<file path="src/rtl/ilu_pkg.sv">
package ilu_pkg;

   typedef enum logic [3:0] {
      OP_AND,
      OP_XOR,
      OP_NAND,
      OP_OR,
      OP_NOR,
      OP_ANDC,
      OP_EQV,
      OP_ORC,
      OP_EXTB,
      OP_EXTH,
      OP_CLZ,
      OP_CMPB
   } ilu_op_e;

   typedef struct packed {
      ilu_op_e op;
      logic    use_imm;
      logic    imm_hi;
      logic    rec_en;
      logic    legal;
   } ilu_ctl_t;

endpackage

</file>
<file path="src/rtl/ilu_decode.sv">
module ilu_decode
   import ilu_pkg::*;
#(
   parameter int XOP_W       = 10,
   parameter int SEL_W       = 3,
   parameter bit ENABLE_CMPB = 1'b1
) (
   input  logic             imm_form,
   input  logic [XOP_W-1:0] xop,
   input  logic [SEL_W-1:0] imm_op,
   input  logic             rec,
   output ilu_ctl_t         ctl
);

   if (XOP_W < 10) begin : g_bad_xop
      $error("ilu_decode: XOP_W must hold 10-bit opcodes");
   end
   if (SEL_W < 3) begin : g_bad_sel
      $error("ilu_decode: SEL_W must be at least 3");
   end

   always_comb begin
      ctl         = '0;
      ctl.op      = OP_AND;
      ctl.legal   = 1'b1;
      if (imm_form) begin
         ctl.use_imm = 1'b1;
         ctl.imm_hi  = imm_op[0];
         unique case (imm_op)
            SEL_W'(0), SEL_W'(1): ctl.op = OP_OR;
            SEL_W'(2), SEL_W'(3): ctl.op = OP_XOR;
            SEL_W'(4), SEL_W'(5): begin
               ctl.op     = OP_AND;
               ctl.rec_en = 1'b1;
            end
            default: ctl.legal = 1'b0;
         endcase
      end else begin
         ctl.rec_en = rec;
         unique case (xop)
            XOP_W'(28):  ctl.op = OP_AND;
            XOP_W'(316): ctl.op = OP_XOR;
            XOP_W'(476): ctl.op = OP_NAND;
            XOP_W'(444): ctl.op = OP_OR;
            XOP_W'(124): ctl.op = OP_NOR;
            XOP_W'(60):  ctl.op = OP_ANDC;
            XOP_W'(284): ctl.op = OP_EQV;
            XOP_W'(412): ctl.op = OP_ORC;
            XOP_W'(954): ctl.op = OP_EXTB;
            XOP_W'(922): ctl.op = OP_EXTH;
            XOP_W'(26):  ctl.op = OP_CLZ;
            XOP_W'(508): begin
               ctl.op     = OP_CMPB;
               ctl.rec_en = 1'b0;
               ctl.legal  = ENABLE_CMPB;
            end
            default: begin
               ctl.legal  = 1'b0;
               ctl.rec_en = 1'b0;
            end
         endcase
      end
      if (!ctl.legal) begin
         ctl.rec_en = 1'b0;
      end
   end

endmodule

</file>
<file path="src/rtl/ilu_alu.sv">
module ilu_alu
   import ilu_pkg::*;
#(
   parameter int XLEN        = 64,
   parameter int IMM_W       = 16,
   parameter bit ENABLE_CMPB = 1'b1
) (
   input  ilu_ctl_t          ctl,
   input  logic [XLEN-1:0]   rs,
   input  logic [XLEN-1:0]   rb,
   input  logic [IMM_W-1:0]  imm,
   output logic [XLEN-1:0]   res
);

   localparam int NBYTES = XLEN / 8;
   localparam int CLZ_W  = 32;
   localparam int CNT_W  = $clog2(CLZ_W + 1);

   if (XLEN % 8 != 0) begin : g_bad_xlen
      $error("ilu_alu: XLEN must be a whole number of bytes");
   end
   if (XLEN < 2 * IMM_W || XLEN < CLZ_W) begin : g_bad_imm
      $error("ilu_alu: XLEN too narrow for shifted immediate or count");
   end

   logic [XLEN-1:0]  imm_z;
   logic [XLEN-1:0]  opb;
   logic [XLEN-1:0]  bytes_eq;
   logic [CNT_W-1:0] lz;

   assign imm_z = XLEN'(imm);
   assign opb   = ctl.use_imm ? (ctl.imm_hi ? (imm_z << IMM_W) : imm_z) : rb;

   // Byte-wise equality mask, one lane per byte
   if (ENABLE_CMPB) begin : g_cmpb
      for (genvar g = 0; g < NBYTES; g++) begin : g_lane
         assign bytes_eq[g*8 +: 8] = (rs[g*8 +: 8] == rb[g*8 +: 8]) ? 8'hFF : 8'h00;
      end
   end else begin : g_no_cmpb
      assign bytes_eq = '0;
   end

   // Leading-zero count over the low word; highest set bit wins
   always_comb begin
      lz = CNT_W'(CLZ_W);
      for (int i = 0; i < CLZ_W; i++) begin
         if (rs[i]) lz = CNT_W'(CLZ_W - 1 - i);
      end
   end

   always_comb begin
      unique case (ctl.op)
         OP_AND:  res = rs & opb;
         OP_XOR:  res = rs ^ opb;
         OP_NAND: res = ~(rs & opb);
         OP_OR:   res = rs | opb;
         OP_NOR:  res = ~(rs | opb);
         OP_ANDC: res = rs & ~opb;
         OP_EQV:  res = ~(rs ^ opb);
         OP_ORC:  res = rs | ~opb;
         OP_EXTB: res = {{(XLEN-8){rs[7]}}, rs[7:0]};
         OP_EXTH: res = {{(XLEN-16){rs[15]}}, rs[15:0]};
         OP_CLZ:  res = XLEN'(lz);
         OP_CMPB: res = bytes_eq;
         default: res = '0;
      endcase
   end

endmodule

</file>
<file path="src/rtl/ilu_cond.sv">
module ilu_cond #(
   parameter int XLEN = 64
) (
   input  logic [XLEN-1:0] val,
   input  logic            so,
   output logic [3:0]      cr
);

   logic neg, zero;

   assign neg  = val[XLEN-1];
   assign zero = (val == '0);
   assign cr   = {neg, !neg && !zero, zero, so};

endmodule

</file>
<file path="src/rtl/int_logic_unit.sv">
module int_logic_unit
   import ilu_pkg::*;
#(
   parameter int XLEN        = 64,
   parameter int IMM_W       = 16,
   parameter int XOP_W       = 10,
   parameter int SEL_W       = 3,
   parameter bit ENABLE_CMPB = 1'b1
) (
   input  logic             clk,
   input  logic             rst_n,
   input  logic             in_valid,
   input  logic             imm_form,
   input  logic [XOP_W-1:0] xop,
   input  logic [SEL_W-1:0] imm_op,
   input  logic             rec,
   input  logic [IMM_W-1:0] imm,
   input  logic [XLEN-1:0]  rs,
   input  logic [XLEN-1:0]  rb,
   input  logic             so_in,
   output logic             out_valid,
   output logic [XLEN-1:0]  res,
   output logic [3:0]       cr_out,
   output logic             cr_we,
   output logic             illegal
);

   ilu_ctl_t        ctl;
   logic [XLEN-1:0] alu_res;
   logic [3:0]      cr_next;

   ilu_decode #(.XOP_W(XOP_W), .SEL_W(SEL_W), .ENABLE_CMPB(ENABLE_CMPB)) u_dec (
      .imm_form (imm_form),
      .xop      (xop),
      .imm_op   (imm_op),
      .rec      (rec),
      .ctl      (ctl)
   );

   ilu_alu #(.XLEN(XLEN), .IMM_W(IMM_W), .ENABLE_CMPB(ENABLE_CMPB)) u_alu (
      .ctl (ctl),
      .rs  (rs),
      .rb  (rb),
      .imm (imm),
      .res (alu_res)
   );

   ilu_cond #(.XLEN(XLEN)) u_cond (
      .val (alu_res),
      .so  (so_in),
      .cr  (cr_next)
   );

   always_ff @(posedge clk or negedge rst_n) begin
      if (!rst_n) begin
         out_valid <= 1'b0;
         res       <= '0;
         cr_out    <= '0;
         cr_we     <= 1'b0;
         illegal   <= 1'b0;
      end else begin
         out_valid <= in_valid;
         cr_we     <= in_valid && ctl.legal && ctl.rec_en;
         illegal   <= in_valid && !ctl.legal;
         if (in_valid && ctl.legal) begin
            res <= alu_res;
            if (ctl.rec_en) cr_out <= cr_next;
         end
      end
   end


   valid_follow_chk: assert property (@(posedge clk) disable iff (!rst_n)
      in_valid |=> out_valid);

   idle_quiet_chk: assert property (@(posedge clk) disable iff (!rst_n)
      !in_valid |=> (!out_valid && !cr_we && !illegal && $stable(res) && $stable(cr_out)));

   illegal_hold_chk: assert property (@(posedge clk) disable iff (!rst_n)
      illegal |-> (out_valid && !cr_we && $stable(res) && $stable(cr_out)));

   cr_eq_chk: assert property (@(posedge clk) disable iff (!rst_n)
      cr_we |-> (cr_out[1] == (res == '0)));

   cr_single_sign_chk: assert property (@(posedge clk) disable iff (!rst_n)
      cr_we |-> ($countones(cr_out[3:1]) == 1));

   cr_hold_chk: assert property (@(posedge clk) disable iff (!rst_n)
      (out_valid && !cr_we) |-> $stable(cr_out));

endmodule

</file>
<file path="config.mk">
export PLATFORM = sky130hd
export DESIGN_NAME = int_logic_unit
export DESIGN_NICKNAME = d
export VERILOG_FILES = /design/src/rtl/ilu_pkg.sv /design/src/rtl/ilu_decode.sv /design/src/rtl/ilu_alu.sv /design/src/rtl/ilu_cond.sv /design/src/rtl/int_logic_unit.sv
export SDC_FILE = /design/constraint.sdc
export NUM_CORES = 1
export LEC_CHECK = 0
export BUFFER_PORTS_ARGS = -buffer_cell sky130_fd_sc_hd__buf_2
export CORE_UTILIZATION = 60
export CTS_BUF_LIST = sky130_fd_sc_hd__clkbuf_8
export DETAILED_ROUTE_END_ITERATION = 8
export PLACE_DENSITY = 0.85
export SYNTH_ARGS = -nofsm -noshare
export SYNTH_HDL_FRONTEND = slang
export SYNTH_HIERARCHICAL = 1
export SYNTH_SLANG_ARGS = --single-unit
</file>
<file path="constraint.sdc">
create_clock -name clk -period 1.9 [get_ports clk]
set_input_delay 0.285 -clock clk [delete_from_list [all_inputs] [get_ports clk]]
set_output_delay 0.285 -clock clk [all_outputs]
set_load 0.02 [all_outputs]
</file>
==> key figures, run 1 <==
Global route
  – First-pass GRT wire length: between 100000 and 150000 um
  – GRT Residual Overflow: 271
  – Total GRT Usage: a little under 90%
  – Largest net degree at the start of global routing: 52
  – Vias in the first global route: between 20000 and 25000

Outcome
  – Error msg: [ERROR GRT-0116] Global routing finished with congestion. Check the congestion regions in the DRC Viewer.
  – Last stage reached: global routing
  – Run status: aborted with a tool error

Synthesis
  – Synthesized instance count: approximately 1600
  – Ys flop type: dfrtp_1
  – XOR/XNOR share of the synthesized area: around 4.4%
  – Post-synthesis cell area: around 0.013 sq mm
  – Simple-gate area share of the yosys netlist: 18.34%
  – Post-synth top area share: approximately a quarter
  – Post-synth EDFFs: 0
  – Syn nets: about 2100
  – Largest family of logic cells by synthesized area: adder cells
  – Yosys reg bits: between 70 and 80
  – Post-synthesis compound-gate area fraction: about a fifth
  – Unique masters post-synth: between 60 and 70
  – Fraction of registers with async set/reset: 100.0%
  – Syn_area_per_cell: ~8 sq um
  – Yosys top cell by area: ha_1
  – Synth Area in Adders: roughly a quarter
  – Most frequent cells after synthesis: ha_1, inv_1, nor2_1, a21oi_1, nand2_1
  – Post-synthesis mux area share: about a tenth
  – Synth top area cells: ha_1, dfrtp_1, mux2_2
  – Sequential-to-total area share from yosys stat: 13.86%
  – Synth warn: 6
  – Most frequent cell after synthesis: ha_1

Floorplan
  – Die Width: 148.2 um
  – Ports: roughly 230
  – Die height: 148.2 um
  – Core Rows: 53
  – Starting Density: 61.18%

CTS
  – Clock buffer count from CTS: 9
  – CTS H-tree depth: 3
  – Clk sink count: 71
  – Root Buffer Master: clkbuf_8
  – Clk buf depth: 2

Placed design
  – GP Congestion: 1.089
  – Pre-CTS setup slack: -2.839 ns
  – IO buf count: about 230
  – Placed instance area: 0.01752 sq mm
  – HPWL Detailed: approximately 43000 um
routing by layer:
metal / overflow / global-route usage, %
met5: 0 / 54.09
met1: 4 / 86.34
met4: 77 / 86.75
met3: 11 / 77.21
met2: 179 / 100.1
cell families after synthesis:
logic type	Yosys count
buffers and inverters	273
multiplexers	105
flip-flops	71
XOR/XNOR	64
AND/OR/NAND/NOR	460
AO/OA/AOI/OAI	406
adder cells (fa/ha/maj)	256
repair_timing:
| action | in CTS |
|---|---|
| endpoints found under the hold margin | 34 |
| resized for setup | 190 |
| pin swaps | 44 |
| gates cloned | 1 |
| hold buffers | 1 |
| endpoints found under the setup margin | 68 |
| setup buffers | 43 |
per-stage QoR:
stage               std cells  setup TNS, ns
detailed placement       2478        -115.76
global placement         2478        -108.15
CTS                      2534         -69.83
floorplan                1635         -66.86
==> run 2, diff against run 1 <==
--- a/config.mk
+++ b/config.mk
@@ -6,10 +6,9 @@
 export NUM_CORES = 1
 export LEC_CHECK = 0
 export BUFFER_PORTS_ARGS = -buffer_cell sky130_fd_sc_hd__buf_2
-export CORE_UTILIZATION = 60
-export CTS_BUF_LIST = sky130_fd_sc_hd__clkbuf_8
+export CORE_UTILIZATION = 40
 export DETAILED_ROUTE_END_ITERATION = 8
-export PLACE_DENSITY = 0.85
+export PLACE_DENSITY_LB_ADDON = 0.15
 export SYNTH_ARGS = -nofsm -noshare
 export SYNTH_HDL_FRONTEND = slang
 export SYNTH_HIERARCHICAL = 1
==> run 2 against run 1 <==
Net effect:
- the flow now finishes, with violations (negative setup slack)
- synthesized cell count stayed put
- area after synthesis stayed put
==> key figures, run 2 <==
Outcome
  – Run status: finished with violations (was aborted with a tool error)
  – Failing checks: negative setup slack

Synthesis
  – Unique masters post-synth: 67 (unchanged)
  – Synthesized instance count: 1635 (unchanged)
  – Post-synth top area share: 24.98% (unchanged)
  – Post-synthesis cell area: 0.01282 sq mm (unchanged)
  – Most frequent cells after synthesis: ha_1, inv_1, nor2_1, a21oi_1, nand2_1 (unchanged)
  – Ys flop type: dfrtp_1 (unchanged)
  – Synth warn: 6 (unchanged)
  – Sequential-to-total area share from yosys stat: 13.86% (unchanged)
  – Post-synth EDFFs: 0 (unchanged)
  – Yosys reg bits: 71 (unchanged)
  – Synth top area cells: ha_1, dfrtp_1, mux2_2 (unchanged)
  – Syn_area_per_cell: 7.842 sq um (unchanged)
  – Most frequent cell after synthesis: ha_1 (unchanged)
  – Fraction of registers with async set/reset: 100.0% (unchanged)
  – Syn nets: 2054 (unchanged)
  – Yosys top cell by area: ha_1 (unchanged)

Timing
  – Final worst-path setup slack: -1.831 ns
  – Final setup vio count: slightly below 70
  – RSZ-0062 raised after global routing: true
  – Final hold vios: 0
  – Final slew viol count: 0
  – Slew @ Worst Pin: around 0.82 ns
  – Fmax achieved: 268.0 MHz
  – Minimum clock period: approximately 3.7 ns
  – Tcrit/Tclk final: 196.4%
  – Max-slew headroom: roughly 45%
  – Clk_skew: 0 ns

Floorplan
  – Starting Density: 40.63% (was 61.18%)
  – Core area: 0.03156 sq mm
  – Core Rows: 65 (was 53)
  – Ports: 234 (unchanged)
  – Die Area: between 0.03 and 0.04 sq mm
  – Die height: 181.0 um (was 148.2 um)
  – Die Width: 181.0 um (was 148.2 um)

Worst setup path
  – Endpoint class of the critical path: flip-flop
  – Delay-heaviest family, CP: simple AND/OR/NAND/NOR gates
  – Sequence of cells on the critical path: buf_6 > or4_4 > a2111oi_4 > a31oi_2 > nor2_4 > and4bb_4 > buf_4 > o21ai_0 > o2111ai_1 > nor4_2 > buf_4 > nand4_1 > nor4_2 > nor2_1 > mux2_2
  – Arrival time worst endpoint: slightly below 4 ns
  – Setup CP Type: in2reg
  – WP buf/inv: 3
  – CP peak stage delay: between 0.5 and 0.6 ns
  – CP max FO: 7
  – Reg2Reg Setup Slack: approximately 1.1 ns
  – Startpoint types: primary input
  – WP data required: 2.15 ns
  – Slowest cell on the critical path: or4_4

Cells and area
  – Area Overhead vs Synth: 57.21%
  – Top flop regs: res: 64 flops, cr_out: 4 flops
  – Share of cells above drive strength 1: 42.92%
  – Max reg flops: 64
  – Core Util, Final: 63.87%
  – Commonest non-fill, non-tap cell in the layout: buf_4
  – # nets final: about 2700
  – Most frequent cells in the layout: buf_4, ha_1, buf_2, inv_1, nor2_1
  – Largest Register: res

Route
  – Initial DRC count: about 1000
  – DR vias/cell: approximately 5.4
  – Total number of vias: roughly 15000
  – DRT antenna net count: 0
  – Final WL: around 52000 um
  – TritonRoute pass-1 iters: 5
  – Drt wl/cell: about 19 um
  – DRC: 0

Global route
  – GRT Residual Overflow: 0
  – GRT met1 Usage: between 40 and 50%
  – Largest net degree at the start of global routing: 48
  – Met3 Track Usage GR: under 10%
  – Grt met2 use: between 50% and 60%
  – First-pass GRT wire length: slightly below 80000 um
  – Initial antenna violation count: 2
  – Grt peak-use layer: met2
  – Vias in the first global route: around 14000
  – Total GRT Usage: a little under a third

Power and ir drop
  – PD cells: 436.7 mW/mm^2
  – Final Total Pwr: a little under 9000 uW
  – Worst vdd ir: 0.0004816 V
  – Leakage: roughly 0.010 uW

Run
  – Max Cap Viol: 0

CTS
  – CTS H-tree depth: 3 (unchanged)
  – Clk buf depth: 2 (unchanged)
  – CTS clk-pin slew, worst paths: 0.06 ns
  – Root Buffer Master: clkbuf_16 (was clkbuf_8)
  – Clk sink count: 71 (unchanged)
  – CTS tree: built
  – Clock buffer count from CTS: 9 (unchanged)
  – Clk Latency, worst-skew pair: 0.36 ns

Placed design
  – GP Congestion: 0.9257 (was 1.089)
  – IO buf count: 233 (unchanged)
  – HPWL Detailed: 40680 um (was 42740 um)

Hold path
  – Hold Crit Class: in2reg
[run 2: report_power, final]
| group | leakage (uW) | internal (uW) | switching, uW | total [uW] |
|---|---|---|---|---|
| sequential | 0.000870 | 1870 | 178 | 2050 |
| combinational | 0.00934 | 2470 | 2560 | 5020 |
| clock | 0.000142 | 1010 | 715 | 1730 |
| total | 0.0103 | 5350 | 3450 | 8800 |
[run 2: worst paths after layout]
kind / from / depth (start not counted) / end
max in group asynchronous: rst_n / 3 / res[24]$_DFFE_PN0P_
worst max register to register: cr_out[2]$_DFFE_PN0P_ / 1 / cr_out[2]$_DFFE_PN0P_
worst min-delay path: in_valid / 1 / out_valid$_DFF_PN0_
worst min register to register: res[21]$_DFFE_PN0P_ / 1 / res[21]$_DFFE_PN0P_
worst max-delay path: xop[9] / 15 / cr_out[2]$_DFFE_PN0P_
min in group asynchronous: rst_n / 2 / res[58]$_DFFE_PN0P_
[run 2: area by class of cell]
cell class / count / area (sq um)
clock inverters: 6 / 61.31
flip-flops and latches: 71 / 1777
multi-input cells: 1291 / 10920
repair buffers: 785 / 6023
clock buffers: 10 / 229.0
inverters: 169 / 639.4
well taps: 402 / 503.0
diodes: 2 / 5.005
fillers: 2777 / 11400
[run 2: cells by family after synthesis]
logic type / after synthesis / share of synthesized area, %
AO/OA/AOI/OAI: 406 / 20.05
XOR/XNOR: 64 / 4.372
adder cells (fa/ha/maj): 256 / 24.98
buffers and inverters: 273 / 8.988
flip-flops: 71 / 13.86
multiplexers: 105 / 9.408
AND/OR/NAND/NOR: 460 / 18.34
[run 2: through the flow]
stage / TNS, ns / instances / setup slack [ns] / area, sq um / hold slack [ns]
6_report: -75.21 / 2736 / -1.831 / 20160 / 0.1087
5_1_grt: -82.45 / 2735 / -1.993 / 20150 / 0.1059
4_1_cts: -64.11 / 2688 / -1.621 / 19100 / 0.1008
3_5_place_dp: -102.64 / 2643 / -2.470 / 17960 / 0.2459
3_3_place_gp: -99.92 / 2643 / -2.361 / 17960 / 0.2412
2_1_floorplan: -66.86 / 1635 / -1.680 / 13090 / -0.01059
[run 2: layer usage]
layer,share of wire (%),vias to the layer above
met5,0,-
met4,3.1,0
met3,5.8,94
met2,47,551
met1,44,7076
li1,-,7113
[run 2: repair_timing]
item | 4_1_cts | 5_1_grt
gates resized for setup | 129 | 142
setup endpoints to repair | 68 | 69
hold buffers | 1 | 0
gates cloned | 1 | 3
buffers inserted | 37 | 50
pin swaps | 43 | 24
hold endpoints to repair | 27 | 0
Power figures use the tool's default switching activity.
==> run 3, diff against run 2 <==
--- a/config.mk
+++ b/config.mk
@@ -5,7 +5,8 @@
 export SDC_FILE = /design/constraint.sdc
 export NUM_CORES = 1
 export LEC_CHECK = 0
-export BUFFER_PORTS_ARGS = -buffer_cell sky130_fd_sc_hd__buf_2
+export ABC_AREA = 1
+export BUFFER_PORTS_ARGS = -buffer_cell sky130_fd_sc_hd__buf_4
 export CORE_UTILIZATION = 40
 export DETAILED_ROUTE_END_ITERATION = 8
 export PLACE_DENSITY_LB_ADDON = 0.15
==> run 3 against run 2 <==
Net effect:
- the run still ends with negative setup slack left
- first-iteration DRC count is 22% higher
- sequential share of layout area about the same
- highest routed layer unchanged
- fmax is 23% higher
- sequential power fell by 7%
- register-to-register slack improved by 0.14 ns
- critical endpoint is now cr_out[1]$_DFFE_PN0P_
- global-route usage up 1.5 points
- worst setup slack improved by 0.70 ns
- critical path depth increased by 15
==> key figures, run 3 <==
CTS
  – Clk buf depth: 2 (unchanged)
  – Clock buffer count from CTS: 9 (unchanged)
  – Clk Latency, worst-skew pair: 0.32 ns (was 0.36 ns)
  – Clk sink count: 71 (unchanged)
  – CTS H-tree depth: 3 (unchanged)
  – Root Buffer Master: clkbuf_16 (unchanged)
  – CTS clk-pin slew, worst paths: 0.06 ns (about the same)
  – CTS tree: built (unchanged)

Cells and area
  – Post-route cell area: 0.02016 sq mm (about the same)
  – Most frequent cells in the layout: buf_4, nand2_1, ha_1, inv_1, nor2_1 (was buf_4, ha_1, buf_2, inv_1, nor2_1)
  – Largest Register: res (unchanged)
  – FILL cells: 2538 (was 2777)
  – Antenna diode count: 0 (was 2)
  – Top flop regs: res: 64 flops, cr_out: 4 flops (unchanged)
  – Multi-input gate area: 0.01041 sq mm (was 0.01092 sq mm)
  – Post-route insts no fill: 2796 (was 2736)
  – Area Overhead vs Synth: 67.08% (was 57.21%)
  – FF/Latch Area: 0.001777 sq mm (unchanged)
  – Core Util, Final: 68.03% (was 63.87%)
  – Share of cells above drive strength 1: 42.73% (was 42.92%)
  – Max reg flops: 64 (unchanged)
  – # nets final: 2820 (was 2746)
  – Commonest non-fill, non-tap cell in the layout: buf_4 (unchanged)

Placed design
  – Pre-CTS setup slack: -1.969 ns (was -2.470 ns)
  – Placed instance area: 0.01776 sq mm (was 0.01796 sq mm)
  – GP Congestion: 1.023 (was 0.9257)
  – Cell total after placement: 2724 (was 2643)
  – IO buf count: 233 (unchanged)
  – HPWL Detailed: 40790 um (was 40680 um)

Worst setup path
  – Endpoint class of the critical path: flip-flop (unchanged)
  – Reg2Reg Setup Slack: 1.25 ns (was 1.11 ns)
  – CP max FO: 5 (was 7)
  – Delay-heaviest family, CP: simple AND/OR/NAND/NOR gates (unchanged)
  – Setup CP Type: in2reg (unchanged)
  – Arrival time worst endpoint: 3.30 ns (was 3.98 ns)
  – Startpoint types: primary input (unchanged)
  – CP peak stage delay: 0.46 ns (was 0.53 ns)
  – Slowest cell on the critical path: a2111o_1 (was or4_4)
  – WP buf/inv: 8 (was 3)
  – Cell mode on critical path: nand2_4
  – WP data required: 2.17 ns (was 2.15 ns)

Global route
  – First-pass GRT wire length: 77930 um (was 79220 um)
  – Total GRT Usage: 32.27% (was 30.80%)
  – Vias in the first global route: 14230 (was 14392)
  – Largest net degree at the start of global routing: 42 (was 48)
  – Initial antenna violation count: 0 (was 2)
  – GRT Residual Overflow: 0 (unchanged)

Timing
  – RSZ-0062 raised after global routing: true (unchanged)
  – Minimum clock period: 3.030 ns (was 3.731 ns)
  – Tcrit/Tclk final: 159.4% (was 196.4%)
  – Max-slew headroom: 61.69% (was 44.85%)
  – Slew @ Worst Pin: 0.5601 ns (was 0.8169 ns)
  – Clk_skew: 0 ns (unchanged)
  – Final slew viol count: 0 (unchanged)
  – Final hold vios: 0 (unchanged)
  – Final setup vio count: 67 (was 69)
  – Final worst-path setup slack: -1.130 ns (was -1.831 ns)
  – Fmax achieved: 330.1 MHz (was 268.0 MHz)

Synthesis
  – Most frequent cell after synthesis: nand2_1 (was ha_1)
  – Post-synthesis cell area: 0.01207 sq mm (was 0.01282 sq mm)
  – Syn_area_per_cell: 6.960 sq um (was 7.842 sq um)
  – Synthesized instance count: 1734 (was 1635)
  – Synth warn: 6 (unchanged)
  – Post-synth top area share: 26.54% (was 24.98%)
  – Most frequent cells after synthesis: nand2_1, ha_1, inv_1, nor2_1, nand3_1 (was ha_1, inv_1, nor2_1, a21oi_1, nand2_1)
  – Yosys reg bits: 71 (unchanged)
  – Synth Area in Adders: 26.54% (was 24.98%)
  – Largest family of logic cells by synthesized area: simple AND/OR/NAND/NOR gates (was adder cells)
  – Yosys top cell by area: ha_1 (unchanged)
  – Post-synthesis mux area share: 0% (was 9.408%)
  – Synth top area cells: ha_1, dfrtp_1, nand2_1 (was ha_1, dfrtp_1, mux2_2)
  – Post-synthesis compound-gate area fraction: 18.82% (was 20.05%)
  – Sequential-to-total area share from yosys stat: 14.72% (was 13.86%)
  – Fraction of registers with async set/reset: 100.0% (unchanged)
  – Unique masters post-synth: 58 (was 67)
  – XOR/XNOR share of the synthesized area: 2.032% (was 4.372%)
  – Simple-gate area share of the yosys netlist: 26.59% (was 18.34%)
  – Post-synth EDFFs: 0 (unchanged)
  – Syn nets: 2153 (was 2054)
  – Ys flop type: dfrtp_1 (unchanged)

Route
  – Initial DRC count: 1275 (was 1048)
  – DRT antenna net count: 0 (unchanged)
  – Final WL: 52670 um (was 52390 um)
  – Total number of vias: 15325 (was 14834)
  – TritonRoute pass-1 iters: 5 (unchanged)
  – Drt wl/cell: 18.84 um (was 19.15 um)
  – DRC: 0 (unchanged)
  – DR vias/cell: 5.481 (was 5.422)

Floorplan
  – Ports: 234 (unchanged)
  – Die Width: 175.7 um (was 181.0 um)
  – Starting Density: 40.72% (was 40.63%)
  – Core Rows: 63 (was 65)
  – Core area: 0.02964 sq mm (was 0.03156 sq mm)
  – Die Area: 0.03087 sq mm (was 0.03277 sq mm)
  – Die height: 175.7 um (was 181.0 um)

Run
  – Max Cap Viol: 0 (unchanged)

Power and ir drop
  – PD cells: 405.5 mW/mm^2 (was 436.7 mW/mm^2)
  – Leakage: 0.01102 uW (was 0.01035 uW)
  – Worst vdd ir: 0.0004542 V (was 0.0004816 V)

Outcome
  – Run status: finished with violations (unchanged)
  – Failing checks: negative setup slack (unchanged)

Hold path
  – Hold Crit Class: in2reg (unchanged)
-- run 3: cell count changes in the layout (fill, tap and decap cells not counted), sizes merged, moves of 33 or more --
| cell | delta |
|---|---|
| mux2 | -69 |
| a221oi | +36 |
| nand2 | +277 |
| nand2b | -59 |
| inv | +72 |
| nand3 | +107 |
| xor2 | -33 |
| a21oi | -105 |
| o21ai | -78 |
| o22ai | +73 |
| buf | -46 |
-- run 3: power breakdown --
group	switching [uW]	total, uW	internal [uW]
clock network	614	1620	1010
logic	2450	4640	2190
registers	151	1910	1760
total	3210	8180	4960
-- run 3: worst paths after layout --
check                                    start                    end  cells past startpoint
hold reg to reg             res[4]$_DFFE_PN0P_     res[4]$_DFFE_PN0P_                      2
max in group asynchronous                rst_n    res[20]$_DFFE_PN0P_                      3
hold / removal                           so_in  cr_out[0]$_DFFE_PN0P_                      3
setup reg to reg           res[63]$_DFFE_PN0P_    res[63]$_DFFE_PN0P_                      2
min in group asynchronous                rst_n    res[51]$_DFFE_PN0P_                      2
setup / recovery                        xop[0]  cr_out[1]$_DFFE_PN0P_                     30
-- run 3: metrics by stage --
step	power (uW)	setup TNS [ns]	hold WS (ns)
2_1_floorplan	3783	-19.95	-0.01059
3_3_place_gp	5909	-75.04	0.2862
3_5_place_dp	5971	-76.05	0.2827
5_1_grt	8612	-48.83	0.2189
4_1_cts	7718	-40.00	0.2077
6_report	8175	-39.99	0.2099
-- run 3: routing by layer --
metal	wire, um	global-route usage (%)	up-vias
met3	3572	2.273	79
met5	0	0	-
met2	23750	51.22	656
li1	-	-	7251
met1	24040	46.55	7339
met4	1298	9.130	0
-- run 3: cell families (layout without fill, tap and decap cells) --
family          after synthesis  after routing
fa+ha+maj                   256            256
flops                        71             71
compound gates              307            307
buf+inv                     327            998
xor+xnor                     28             28
simple gates                745            746
-- run 3: area by class of cell --
cell class,instances,area share [%]
clock buffers,10,1.136
well taps,390,2.420
clock inverters,6,0.3041
inverters,243,4.971
repair buffers,739,30.75
flip-flops and latches,71,8.812
multi-input cells,1337,51.61
-- run 3: tightest hold or removal path, delay by kind of cell --
kind / cells / cell delay (ns)
AND/OR/NAND/NOR: 2 / 0.14
buffers and inverters: 1 / 0.08
-- run 3: timing repair --
action,in CTS,in global routing
pin swaps,32,102
buffers inserted,27,30
hold endpoints to repair,38,0
setup endpoints to repair,67,68
resized for setup,82,240
hold buffers,1,0
cloned,2,1
==> run 4, diff against run 3 <==
--- a/config.mk
+++ b/config.mk
@@ -7,10 +7,13 @@
 export LEC_CHECK = 0
 export ABC_AREA = 1
 export BUFFER_PORTS_ARGS = -buffer_cell sky130_fd_sc_hd__buf_4
-export CORE_UTILIZATION = 40
+export CELL_PAD_IN_SITES_DETAIL_PLACEMENT = 0
+export CELL_PAD_IN_SITES_GLOBAL_PLACEMENT = 2
+export CORE_UTILIZATION = 34
 export DETAILED_ROUTE_END_ITERATION = 8
 export PLACE_DENSITY_LB_ADDON = 0.15
 export SYNTH_ARGS = -nofsm -noshare
 export SYNTH_HDL_FRONTEND = slang
 export SYNTH_HIERARCHICAL = 1
 export SYNTH_SLANG_ARGS = --single-unit
+export TNS_END_PERCENT = 1
==> run 4 against run 3 <==
Net effect:
- the run still ends with negative setup slack left
- sequential power about the same
- first-iteration DRC count decreased by 31%
- critical path depth decreased by 1
- global-route usage decreased by 4.0 points
- largest cell class unchanged
- highest routed layer is now met5
==> key figures, run 4 (same netlist as run 3, synthesis figures left out) <==
Outcome
  – Run status: finished with violations (unchanged)
  – Failing checks: negative setup slack (unchanged)

Hold path
  – Hold endpoint: cr_out[0]$_DFFE_PN0P_ (unchanged)
  – Hold Path Depth: 3 (unchanged)
  – Min-delay src: so_in (unchanged)
  – Hold Crit Class: in2reg (unchanged)

Worst setup path
  – CP peak stage delay: 0.31 ns (was 0.46 ns)
  – WP data required: 2.17 ns (about the same)
  – Startpoint types: primary input (unchanged)
  – Worst r2r dst: res[38]$_DFFE_PN0P_ (was res[63]$_DFFE_PN0P_)
  – Cell mode on critical path: nand2_1 (was nand2_4)
  – WP buf/inv: 8 (unchanged)
  – Worst setup startpoint: xop[0] (unchanged)
  – R2R Path Start: res[38]$_DFFE_PN0P_ (was res[63]$_DFFE_PN0P_)
  – Reg2Reg Setup Slack: 1.26 ns (was 1.25 ns)
  – Setup CP Type: in2reg (unchanged)
  – Slowest cell on the critical path: nor4_1 (was a2111o_1)
  – Arrival time worst endpoint: 3.29 ns (was 3.30 ns)
  – Delay-heaviest family, CP: simple AND/OR/NAND/NOR gates (unchanged)
  – Reg2reg path depth: 2 (unchanged)
  – CP max FO: 6 (was 5)
  – Endpoint class of the critical path: flip-flop (unchanged)

Cells and area
  – # nets final: 2831 (was 2820)
  – Area Overhead vs Synth: 59.62% (was 67.08%)
  – Multi-input gate area: 0.009519 sq mm (was 0.01041 sq mm)
  – FILL cells: 3394 (was 2538)
  – Max reg flops: 64 (unchanged)
  – Post-route cell area: 0.01926 sq mm (was 0.02016 sq mm)
  – Share of cells above drive strength 1: 38.48% (was 42.73%)
  – Most frequent cells in the layout: buf_4, nand2_1, ha_1, inv_1, nor2_1 (unchanged)
  – FF/Latch Area: 0.001777 sq mm (unchanged)
  – Commonest non-fill, non-tap cell in the layout: buf_4 (unchanged)
  – Top flop regs: res: 64 flops, cr_out: 4 flops (unchanged)
  – Largest Register: res (unchanged)

Route
  – Drt wl/cell: 18.31 um (was 18.84 um)
  – DRT antenna net count: 0 (unchanged)
  – TritonRoute pass-1 iters: 5 (unchanged)
  – DRC: 0 (unchanged)
  – Final WL: 52620 um (was 52670 um)
  – Initial DRC count: 878 (was 1275)
  – Total number of vias: 14832 (was 15325)
  – DR vias/cell: 5.163 (was 5.481)

Global route
  – Vias in the first global route: 14330 (was 14230)
  – Met3 Track Usage GR: 2.245% (was 2.273%)
  – GRT Residual Overflow: 0 (unchanged)
  – GRT met1 Usage: 40.05% (was 46.55%)
  – Initial antenna violation count: 2 (was 0)
  – Grt peak-use layer: met2 (unchanged)
  – Grt met2 use: 45.80% (was 51.22%)
  – Total GRT Usage: 28.31% (was 32.27%)
  – First-pass GRT wire length: 79710 um (was 77930 um)
  – Largest net degree at the start of global routing: 38 (was 42)

Floorplan
  – Core Rows: 68 (was 63)
  – Die Area: 0.03625 sq mm (was 0.03087 sq mm)
  – Die Width: 190.4 um (was 175.7 um)
  – Ports: 234 (unchanged)
  – Core area: 0.03471 sq mm (was 0.02964 sq mm)
  – Starting Density: 34.76% (was 40.72%)
  – Die height: 190.4 um (was 175.7 um)

Timing
  – Tcrit/Tclk final: 159.1% (was 159.4%)
  – Final hold vios: 0 (unchanged)
  – RSZ-0062 raised after global routing: true (unchanged)
  – Fmax achieved: 330.7 MHz (was 330.1 MHz)
  – Final setup vio count: 70 (was 67)
  – Final slew viol count: 0 (unchanged)
  – Slew @ Worst Pin: 0.7487 ns (was 0.5601 ns)
  – Setup_tns: -61.19 ns (was -39.99 ns)
  – Minimum clock period: 3.024 ns (was 3.030 ns)
  – Clk_skew: 0 ns (unchanged)
  – Final worst-path setup slack: -1.124 ns (was -1.130 ns)
  – Max-slew headroom: 49.30% (was 61.69%)
  – Hold slack: 0.2541 ns (was 0.2099 ns)

CTS
  – CTS tree: built (unchanged)
  – Clk sink count: 71 (unchanged)
  – Clock buffer count from CTS: 9 (unchanged)
  – CTS H-tree depth: 3 (unchanged)
  – Clk buf depth: 2 (unchanged)
  – Root Buffer Master: clkbuf_16 (unchanged)
  – CTS clk-pin slew, worst paths: 0.05 ns (was 0.06 ns)
  – Clk Latency, worst-skew pair: 0.33 ns (was 0.32 ns)

Power and ir drop
  – PD cells: 407.3 mW/mm^2 (was 405.5 mW/mm^2)
  – Worst vdd ir: 0.0006610 V (was 0.0004542 V)
  – Leakage: 0.01067 uW (was 0.01102 uW)

Placed design
  – HPWL Detailed: 41950 um (was 40790 um)
  – Placed instance area: 0.01765 sq mm (was 0.01776 sq mm)
  – IO buf count: 233 (unchanged)
  – GP Congestion: 0.9696 (was 1.023)

Run
  – Max Cap Viol: 0 (unchanged)
-- run 4: worst max-delay path by stage --
stage,to,slack [ns],cells after the start
2_1_floorplan,cr_out[1]$_DFFE_PN0P_,-0.86,28
4_1_cts,cr_out[1]$_DFFE_PN0P_,-1.00,29
5_1_grt,cr_out[1]$_DFFE_PN0P_,-1.29,27
3_3_place_gp,cr_out[1]$_DFFE_PN0P_,-1.67,29
3_5_place_dp,cr_out[1]$_DFFE_PN0P_,-1.75,29
6_report,cr_out[1]$_DFFE_PN0P_,-1.12,29
-- run 4: power by group --
part | switching (uW) | internal [uW]
Sequential | 149 | 1760
Clock | 626 | 1020
Combinational | 2270 | 2030
-- run 4: worst reg2reg max path, stage by stage, from the launching register on --
cell     delay, ns
dfrtp_1       0.40
nand2_2       0.08
nand2_1       0.05
-- run 4: final cells by class --
| type | instances | area share [%] |
|---|---|---|
| well taps | 455 | 2.956 |
| diodes | 1 | 0.01299 |
| inverters | 243 | 5.171 |
| clock inverters | 7 | 0.3767 |
| clock buffers | 9 | 1.169 |
| multi-input cells | 1338 | 49.42 |
| flip-flops and latches | 71 | 9.224 |
| repair buffers | 749 | 31.67 |
-- run 4: what timing repair did --
item | in CTS | in global routing
resized for setup | 78 | 69
endpoints found under the hold margin | 36 | 0
pin swaps | 54 | 39
buffers inserted | 61 | 17
hold buffers | 1 | 0
setup endpoints to repair | 67 | 70
gates cloned | 3 | 1
-- run 4: through the flow --
step	power, uW	instances	worst slack, ns	util, %
floorplan	3755	1734	-0.8599	-
global placement	5857	2774	-1.675	50.85
detailed placement	5912	2774	-1.755	50.85
CTS	7773	2854	-1.000	54.11
global route	8352	2872	-1.292	55.48
finish	7846	2873	-1.124	55.49
-- run 4: layer usage --
layer  share of wire (%)  up-vias  wire length [um]
met3                 5.7       79              2988
met2                  45      499             23850
met1                  47     6983             24550
met5               0.036        -                19
li1                    -     7269                 -
met4                 2.3        2              1213
